--- src/rtl/rxs_pkg.sv ---
package rxs_pkg;
  typedef enum logic [2:0] {
    OP_CMP   = 3'd0,
    OP_ORX   = 3'd1,
    OP_STAR  = 3'd2,
    OP_PLUS  = 3'd3,
    OP_OPT   = 3'd4,
    OP_MATCH = 3'd5,
    OP_RSV6  = 3'd6,
    OP_RSV7  = 3'd7
  } rxs_op_e;

  typedef enum logic [1:0] {
    PC_HOLD = 2'd0,
    PC_INC  = 2'd1,
    PC_JUMP = 2'd2,
    PC_ZERO = 2'd3
  } rxs_pcsel_e;

  typedef struct packed {
    rxs_pcsel_e sel;
    logic       adv;
    logic       restart;
    logic       match;
    logic       seen_set;
  } rxs_step_t;
endpackage

--- src/rtl/rxs_decode.sv ---
module rxs_decode
  import rxs_pkg::*;
#(
  parameter int LEN_W = 2,
  parameter int OFF_W = 8,
  localparam int CTL_W = 3 + 1 + LEN_W + OFF_W
) (
  input  logic [CTL_W-1:0] ctl,
  output rxs_op_e          op,
  output logic             fbit,
  output logic [LEN_W-1:0] len,
  output logic [OFF_W-1:0] off
);
  assign op   = rxs_op_e'(ctl[CTL_W-1 -: 3]);
  assign fbit = ctl[LEN_W + OFF_W];
  assign len  = ctl[OFF_W +: LEN_W];
  assign off  = ctl[OFF_W-1:0];
endmodule

--- src/rtl/rxs_step.sv ---
module rxs_step
  import rxs_pkg::*;
(
  input  rxs_op_e   op,
  input  logic      accept,
  input  logic      hit,
  input  logic      seen,
  output rxs_step_t step
);
  always_comb begin
    step = '{sel: PC_HOLD, adv: 1'b0, restart: 1'b0, match: 1'b0, seen_set: 1'b0};
    if (op == OP_MATCH) begin
      step.sel   = PC_ZERO;
      step.match = 1'b1;
    end else if (accept) begin
      unique case (op)
        OP_ORX: begin
          step.sel = hit ? PC_INC : PC_JUMP;
          step.adv = hit;
        end
        OP_STAR: begin
          step.sel = hit ? PC_HOLD : PC_INC;
          step.adv = hit;
        end
        OP_PLUS: begin
          if (hit) begin
            step.sel      = PC_HOLD;
            step.adv      = 1'b1;
            step.seen_set = 1'b1;
          end else if (seen) begin
            step.sel = PC_INC;
          end else begin
            step.sel     = PC_ZERO;
            step.restart = 1'b1;
          end
        end
        OP_OPT: begin
          step.sel = PC_INC;
          step.adv = hit;
        end
        default: begin
          step.sel     = hit ? PC_INC : PC_ZERO;
          step.adv     = hit;
          step.restart = !hit;
        end
      endcase
    end
  end
endmodule

--- src/rtl/rxs_pcgen.sv ---
module rxs_pcgen
  import rxs_pkg::*;
#(
  parameter int PC_W  = 6,
  parameter int OFF_W = 8
) (
  input  logic [PC_W-1:0]  pc,
  input  rxs_pcsel_e       sel,
  input  logic [OFF_W-1:0] off,
  output logic [PC_W-1:0]  pc_next
);
  localparam int EXT_W = (PC_W > OFF_W) ? PC_W : OFF_W;
  logic [EXT_W-1:0] off_ext;
  logic [EXT_W-1:0] jump_sum;

  assign off_ext  = EXT_W'($signed(off));
  assign jump_sum = EXT_W'(pc) + off_ext;

  always_comb begin
    unique case (sel)
      PC_INC:  pc_next = pc + PC_W'(1);
      PC_JUMP: pc_next = jump_sum[PC_W-1:0];
      PC_ZERO: pc_next = '0;
      default: pc_next = pc;
    endcase
  end
endmodule

--- src/rtl/regex_seq.sv ---
module regex_seq
  import rxs_pkg::*;
#(
  parameter int PC_W  = 6,
  parameter int LEN_W = 2,
  parameter int OFF_W = 8,
  localparam int CTL_W = 3 + 1 + LEN_W + OFF_W
) (
  input  logic             clk,
  input  logic             rst_n,
  input  logic [CTL_W-1:0] ctl_word,
  output logic [PC_W-1:0]  pc,
  input  logic             cmp_valid,
  input  logic             cmp_hit,
  output logic             cmp_ready,
  output logic             adv_valid,
  output logic [LEN_W-1:0] adv_len,
  output logic             anchor_fwd,
  output logic             restart_valid,
  output logic             restart_rewind,
  output logic             match_valid,
  output logic [OFF_W-1:0] match_id
);
  rxs_op_e          op;
  logic             fbit;
  logic [LEN_W-1:0] len;
  logic [OFF_W-1:0] off;
  rxs_step_t        step;
  logic [PC_W-1:0]  pc_next;
  logic             accept;
  logic             seen_q;
  logic             nofail_q;

  rxs_decode #(.LEN_W(LEN_W), .OFF_W(OFF_W)) u_dec (
    .ctl(ctl_word), .op(op), .fbit(fbit), .len(len), .off(off)
  );

  assign cmp_ready = (op != OP_MATCH);
  assign accept    = cmp_valid && cmp_ready;

  rxs_step u_step (
    .op(op), .accept(accept), .hit(cmp_hit), .seen(seen_q), .step(step)
  );

  rxs_pcgen #(.PC_W(PC_W), .OFF_W(OFF_W)) u_pc (
    .pc(pc), .sel(step.sel), .off(off), .pc_next(pc_next)
  );

  always_ff @(posedge clk) begin
    if (!rst_n) begin
      pc             <= '0;
      seen_q         <= 1'b0;
      nofail_q       <= 1'b1;
      adv_valid      <= 1'b0;
      adv_len        <= '0;
      anchor_fwd     <= 1'b0;
      restart_valid  <= 1'b0;
      restart_rewind <= 1'b0;
      match_valid    <= 1'b0;
      match_id       <= '0;
    end else begin
      pc             <= pc_next;
      adv_valid      <= step.adv;
      adv_len        <= len;
      anchor_fwd     <= step.adv && fbit;
      restart_valid  <= step.restart;
      restart_rewind <= step.restart && !nofail_q;
      match_valid    <= step.match;
      if (step.match) match_id <= off;
      if (accept || step.match) seen_q <= step.seen_set;
      if (step.restart || step.match) nofail_q <= 1'b1;
      else if (step.adv)              nofail_q <= fbit;
    end
  end
endmodule

--- config.mk ---
export PLATFORM = sky130hd
export DESIGN_NAME = regex_seq
export DESIGN_NICKNAME = d
export VERILOG_FILES = /design/src/rtl/rxs_pkg.sv /design/src/rtl/rxs_decode.sv /design/src/rtl/rxs_step.sv /design/src/rtl/rxs_pcgen.sv /design/src/rtl/regex_seq.sv
export SDC_FILE = /design/constraint.sdc
export NUM_CORES = 1
export LEC_CHECK = 0
export ABC_AREA = 1
export BUFFER_PORTS_ARGS = -buffer_cell sky130_fd_sc_hd__buf_2
export CAP_MARGIN = 20
export CORE_MARGIN = 8
export CORE_UTILIZATION = 25
export DETAILED_ROUTE_END_ITERATION = 16
export GPL_ROUTABILITY_DRIVEN = 0
export HOLD_SLACK_MARGIN = 0.06
export PLACE_DENSITY_LB_ADDON = 0.05
export SYNTH_ARGS = -nofsm -noshare
export SYNTH_HDL_FRONTEND = slang
export SYNTH_SLANG_ARGS = --single-unit
--- constraint.sdc ---
create_clock -name clk -period 6.1 [get_ports clk]
set_input_delay 0.61 -clock clk [delete_from_list [all_inputs] [get_ports clk]]
set_output_delay 0.61 -clock clk [all_outputs]
set_load 0.05 [all_outputs]
==> summary.md, run 1 <==
| Metric | Value |
|---|---|
| Multi-input gate area | 624 um^2 |
| Net count reported at finish | 225 |
| Antenna-violating nets left | 0 |
| Initial drt markers | 34 |
| Clk slew on worst S/H paths | 0.09 ns |
| Internal | 221 uW |
| Clock Skew | 0.00349 ns |
| Most frequent cell on the critical path | nand2_1 |
| Power Total | 325 uW |
| Switch share | 32.0% |
| MaxCap Viol Count | 0 |
| Worst-Skew Late Latency | 0.26 ns |
| R2r worst-path depth | 13 |
| First-pass GRT wire length | 5.27 mm |
| Total core area | 4690 um^2 |
| Rel. slew slack | 68.6% |
| Final worst slack | 3.58 ns |
| Drt total wl | 3.10 mm |
| Top Family by Delay on Critical Path | adder cells |
| Setup bufs post-CTS | 0 |
| Setup TNS Final | 0 ns |
| Run status | completed |
| DP Worst Slack | 3.29 ns |
| Max Fclk | 397 MHz |
| Worst flop-to-flop path endpoint | pc[4] |
| CP bufs+invs | 3 |
| Tot GR Track Use | 8.91% |
| # clock sinks | 23 |
| Yosys warnings | 0 |
| Startpoint Class | input port |
| Longest Clk Path Bufs | 2 |
| Detailed-route DRC error count | 0 |
| Hpwl dp | 2.53 mm |
| Lkg Pwr | 0.000813 uW |
| Critical Path Sink Type | flip-flop |
| DR vias | 1121 |
| Layout area overhead | 23.6% |
| GR Overflow Total | 0 |
| Largest net degree at the start of global routing | 15 |
| CP endpoint | pc[4] |
| FILL cells | 513 |
| CTS buffer count | 3 |
| Die area | 7320 um^2 |
| Power per cell area | 217 nW/um^2 |
| Slew Viols, Final | 0 |
| Setup-failing EPs final | 0 |
| RSZ-0062 raised after global routing | no |
| Max incr delay on CP | 0.41 ns |
| Critical path class | input port to flip-flop |
| # resized after CTS | 0 |
| Comb power frac | 21.2% |
| Crit path max fanout | 12 |
| Site Rows | 25 |
| CTS tree | done |
| HP Class | flip-flop to flip-flop |
| Switching power | 104 uW |
| Initial antenna violation count | 0 |
| Flip-flop and latch area | 460 um^2 |
| Mapped Area | 1210 um^2 |
| Vias per cell | 4.41 |
| Total number of H-tree levels | 1 |
| Vias in the first global route | 1166 |
| # diodes | 0 |
| Critical path arrival | 2.66 ns |
| Worst-path cell chain | buf_2 > inv_2 > nand2_2 > nor2_4 > inv_2 > nand2_1 > o21ai_2 > nand3_1 > ha_1 > fa_1 > nand3_1 > nand2_1 > xor2_1 > nand2_1 > a21oi_1 |
| Min Tclk post-route | 2.52 ns |
| Worst-case vdd ir drop | 0.102 mV |
| Yosys cell types | 27 |
| Req. time, crit path | 6.24 ns |
| Slowest-stage cell, CP | fa_1 |
| Syn_nets | 184 |
| Syn Area/Cell | 7.55 um^2 |
| Synth Register Bits | 23 |
| Clk root buf | clkbuf_8 |
| I/O Buffers | 39 |
| Reg2Reg Setup Slack | 3.95 ns |
| Worst slew pin tran | 0.470 ns |
| Post-Syn Instances | 160 |
| IO Pins | 40 |
| Die Wd | 85.5 um |
| Crit share post-route | 41.3% |
| Hold Vio Cnt, Final | 0 |
| Sequential Power Share | 48.8% |
| Drt wl/cell | 12.2 um |
| Critical path launch point | ctl_word[12] |
| Die H | 85.5 um |
| Clk network pwr share | 30.1% |
| Cts hold-fix bufs | 0 |
| Worst r2r src | seen_q |
| Register area share after synthesis | 38.1% |
| Share of layout cells above drive strength 1 | 31.0% |
| CP Depth | 15 |
| Drt pass-1 iters | 4 |
| Initial Utilization | 25.8% |
==> placed cells by master, fill, tap and decap left out, types with 5 or more instances in the layout <==
| cell | instances |
|---|---|
| nor2_1 | 11 |
| inv_2 | 6 |
| dfxtp_1 | 23 |
| o21ai_0 | 5 |
| buf_2 | 39 |
| nand2_1 | 36 |
| nand3_1 | 17 |
| a21oi_1 | 8 |
| ha_1 | 5 |
| inv_1 | 20 |
==> state kept, by name (all words and copies together) (netlist names) <==
| register | flops |
|---|---|
| adv_len | 2 |
| adv_valid | 1 |
| anchor_fwd | 1 |
| match_id | 8 |
| match_valid | 1 |
| nofail_q | 1 |
| pc | 6 |
| restart_rewind | 1 |
| restart_valid | 1 |
| seen_q | 1 |
==> kinds of logic (layout without fill, tap and decap cells) <==
family	after synthesis	after routing	share of synthesized area (%)
AOI/OAI and AO/OA	19	19	9.73
buffers and inverters	29	69	10.2
and+or+nand+nor	80	80	32.9
adders and majority gates	6	6	6.83
xor gates and xnor gates	3	3	2.17
DFF	23	23	38.1
==> per-stage QoR <==
| stage | hold WS [ns] | cell area, um^2 | instances | utilization [%] |
|---|---|---|---|---|
| final | 0.433 | 1490 | 254 | 31.8 |
| after global routing | 0.467 | 1490 | 254 | 31.8 |
| after CTS | 0.434 | 1490 | 254 | 31.8 |
| after detailed placement | 0.417 | 1450 | 250 | 30.8 |
| after global placement | 0.422 | 1450 | 250 | 30.8 |
| after floorplan | 0.399 | 1210 | 160 | - |
==> worst min-delay path by stage <==
stage | end | start | slack, ns | depth (start not counted)
6_report | restart_rewind | nofail_q | 0.43 | 1
4_1_cts | restart_rewind | nofail_q | 0.43 | 1
5_1_grt | restart_rewind | nofail_q | 0.47 | 1
3_3_place_gp | restart_rewind | nofail_q | 0.42 | 1
2_1_floorplan | restart_rewind | nofail_q | 0.40 | 1
3_5_place_dp | restart_rewind | nofail_q | 0.42 | 1
==> per-layer routing <==
layer  part of all wire [%]  track usage (%)
met5                      0                0
met4                   0.68             3.34
met3                    6.3             2.87
met2                     49             15.7
met1                     44             9.73
==> cell usage after synthesis, drive strengths merged <==
library cell / instances / share of area, %
ha: 5 / 5.2
nor2: 15 / 6.7
fa: 1 / 1.7
buf: 2 / 1.9
a31oi: 1 / 0.52
xor2: 3 / 2.2
dfxtp: 23 / 38
nor3: 2 / 0.83
o41ai: 1 / 0.72
clkbuf: 1 / 0.31
a21oi: 9 / 4.7
o21ai: 7 / 3.2
inv: 26 / 8.1
nand3: 20 / 10
a21o: 1 / 0.62
nand2: 40 / 14
nand4: 3 / 1.6
==> power by group through the flow <==
stage | clock network [uW] | logic [uW] | registers (uW)
after floorplan | 0 | 33.3 | 179
after global placement | 0 | 69.3 | 162
after detailed placement | 0 | 69.5 | 162
after CTS | 105 | 69.7 | 158
after global routing | 111 | 76.0 | 159
final | 97.7 | 68.7 | 158
==> cell type report <==
type                            count  share of cell area, %
Clock buffer                        3                   2.76
Clock inverter                      1                  0.503
Inverter                           26                   6.53
Multi-Input combinational cell    108                   41.8
Sequential cell                    23                   30.8
Tap cell                           54                   4.52
Timing Repair Buffer               39                   13.1
No activity file was read; power rests on OpenSTA's default activity.
==> run 2, diff against run 1 <==
==> constraint.sdc (replaced) <==
create_clock -name clk -period 2.1 [get_ports clk]
set_input_delay 0.21 -clock clk [delete_from_list [all_inputs] [get_ports clk]]
set_output_delay 0.21 -clock clk [all_outputs]
set_load 0.05 [all_outputs]
==> summary.md, run 2 (synthesis results as in run 1) <==
| Metric | Value |
|---|---|
| Run status | completed |
| Site Rows | 25 (unchanged) |
| Worst-path cell chain | inv_2 > o21ai_2 > nand2_2 > buf_12 > nand3_4 > nor2_2 > ha_1 > nand2_1 > inv_1 > nand4_1 > nand3_1 > nand2_1 > nand2_2 > inv_2 > nand3_2 > nand3_2 > nand2_1 > inv_1 |
| Critical path launch point | seen_q |
| Hold Vio Cnt, Final | 0 (unchanged) |
| Tot GR Track Use | 9.33% (+0.42 points) |
| Initial drt markers | 40 (+18%) |
| Die H | 85.5 um (unchanged) |
| Most frequent cell on the critical path | nand2_1 |
| GR Overflow Total | 0 (unchanged) |
| MaxCap Viol Count | 0 (unchanged) |
| Layout area overhead | 41.3% |
| Drt total wl | 3.37 mm (+9.0%) |
| Worst r2r src | seen_q |
| CP endpoint | pc[5] |
| Antenna-violating nets left | 0 (unchanged) |
| Max Fclk | 508 MHz |
| R2r worst-path depth | 18 (+5) |
| Commonest cells after routing, fill and taps aside | 39 x buf_2, 35 x nand2_1, 22 x dfxtp_1, 19 x buf_4, 18 x inv_1 |
| Worst-case vdd ir drop | 0.214 mV (+110%) |
| Max incr delay on CP | 0.33 ns (-0.08 ns) |
| Reg2Reg Setup Slack | 0.13 ns (-3.82 ns) |
| Largest net degree at the start of global routing | 15 (unchanged) |
| Initial antenna violation count | 0 (unchanged) |
| Non-Filler Instances | 274 (+7.9%) |
| Reg with most FFs | match_id |
| Die Wd | 85.5 um (unchanged) |
| DR vias | 1199 (+7.0%) |
| Startpoint Class | flip-flop |
| HP Class | input port to flip-flop |
| Hpwl dp | 2.69 mm (+6.4%) |
| CP bufs+invs | 5 (+2) |
| First-pass GRT wire length | 5.58 mm (+5.8%) |
| Slowest-stage cell, CP | dfxtp_2 |
| Max reg flops | 8 (unchanged) |
| Crit path max fanout | 5 (-7) |
| Longest Clk Path Bufs | 2 (unchanged) |
| Power per cell area | 581 nW/um^2 (+170%) |
| Clk root buf | clkbuf_8 |
| IO Pins | 40 (unchanged) |
| RSZ-0062 raised after global routing | yes |
| Cells after DPL | 268 (+7.2%) |
| CP Depth | 18 (+3) |
| Vias in the first global route | 1244 (+6.7%) |
| Worst-Skew Late Latency | 0.26 ns (about the same) |
| Vias per cell | 4.38 (-0.85%) |
| Final worst slack | 0.132 ns (-3.45 ns) |
| Min Tclk post-route | 1.97 ns |
| Clk slew on worst S/H paths | 0.09 ns (about the same) |
| Top Family by Delay on Critical Path | simple AND/OR/NAND/NOR gates |
| CTS buffer count | 3 (unchanged) |
| Die area | 7320 um^2 (unchanged) |
| Drt wl/cell | 12.3 um (+1.0%) |
| # clock sinks | 23 (unchanged) |
| Drt pass-1 iters | 4 (unchanged) |
| Critical Path Sink Type | flip-flop |
| Slew Viols, Final | 0 (unchanged) |
| Rel. slew slack | 69.6% (+0.91 points) |
| I/O Buffers | 39 (unchanged) |
| Most common cell after layout, fill and taps aside | buf_2 |
| Top Registers | match_id x8, pc x6, adv_len x2 |
| CTS tree | done |
| Lkg Pwr | 0.000917 uW (+13%) |
| Net count reported at finish | 245 (+8.9%) |
| Detailed-route DRC error count | 0 (unchanged) |
| Total number of H-tree levels | 1 (unchanged) |
| Hold_ws | 0.125 ns (-0.308 ns) |
| Setup-failing EPs final | 0 (unchanged) |
| Req. time, crit path | 2.27 ns (-3.97 ns) |
| Worst slew pin tran | 0.456 ns (-0.0136 ns) |
| DP Worst Slack | -0.117 ns (-3.40 ns) |
| Critical path arrival | 2.14 ns (-0.52 ns) |
| Clock Skew | 0.00323 ns (-0.000258 ns) |
| Critical path class | flip-flop to flip-flop |
| # diodes | 0 (unchanged) |
| Worst Hold Launch | ctl_word[9] |
| Worst flop-to-flop path endpoint | pc[5] |
| Crit share post-route | 93.7% |
| Initial Utilization | 25.8% (unchanged) |
| Total core area | 4690 um^2 (unchanged) |
| Share of layout cells above drive strength 1 | 43.2% (+12 points) |
run 2: per-layer routing:
layer | vias to the layer above | share of wire, % | GRT usage [%]
met2 | 20 | 52 | 17.0
met5 | - | 0 | 0
li1 | 630 | - | -
met3 | 2 | 5.2 | 2.67
met1 | 547 | 42 | 10.1
met4 | 0 | 0.62 | 2.87
run 2: cell type report:
cell class / instances / area (um^2)
fillers: 526 / 2980
inverters: 26 / 97.6
clock inverters: 1 / 7.51
repair buffers: 59 / 358
flip-flops and latches: 23 / 462
multi-input cells: 108 / 674
clock buffers: 3 / 41.3
well taps: 54 / 67.6
run 2: how the worst min path moves through the flow:
| stage | depth (start not counted) | to | slack (ns) |
|---|---|---|---|
| floorplan | 2 | adv_len[0] | 0.31 |
| global placement | 3 | adv_len[1] | 0.39 |
| detailed placement | 3 | adv_len[1] | 0.40 |
| CTS | 3 | adv_len[1] | 0.12 |
| global route | 3 | adv_len[1] | 0.12 |
| finish | 3 | adv_len[1] | 0.13 |
run 2: metrics by stage:
stage / area, um^2 / setup TNS (ns) / utilization [%] / power [uW]
global placement: 1590 / -0.192 / 33.9 / 707
detailed placement: 1590 / -0.301 / 33.9 / 710
floorplan: 1210 / 0 / - / 617
finish: 1710 / 0 / 36.4 / 991
CTS: 1640 / 0 / 35.0 / 1010
global route: 1710 / -0.0657 / 36.4 / 1050
run 2: power by group:
group	internal [uW]	total, uW	switching [uW]
clock network	134	286	152
logic	89.7	245	155
registers	452	460	8.68
run 2: repair_timing:
action,4_1_cts,5_1_grt
buffers inserted,0,2
endpoints found under the setup margin,0,4
resized for setup,0,14
hold buffers,0,0
run 2: worst register-to-register path: cells and delay by family, from the launching register on:
family | cells | cell delay (ns)
buf+inv | 5 | 0.30
compound gates | 1 | 0.11
fa+ha+maj | 1 | 0.30
flops | 1 | 0.33
simple gates | 11 | 0.81
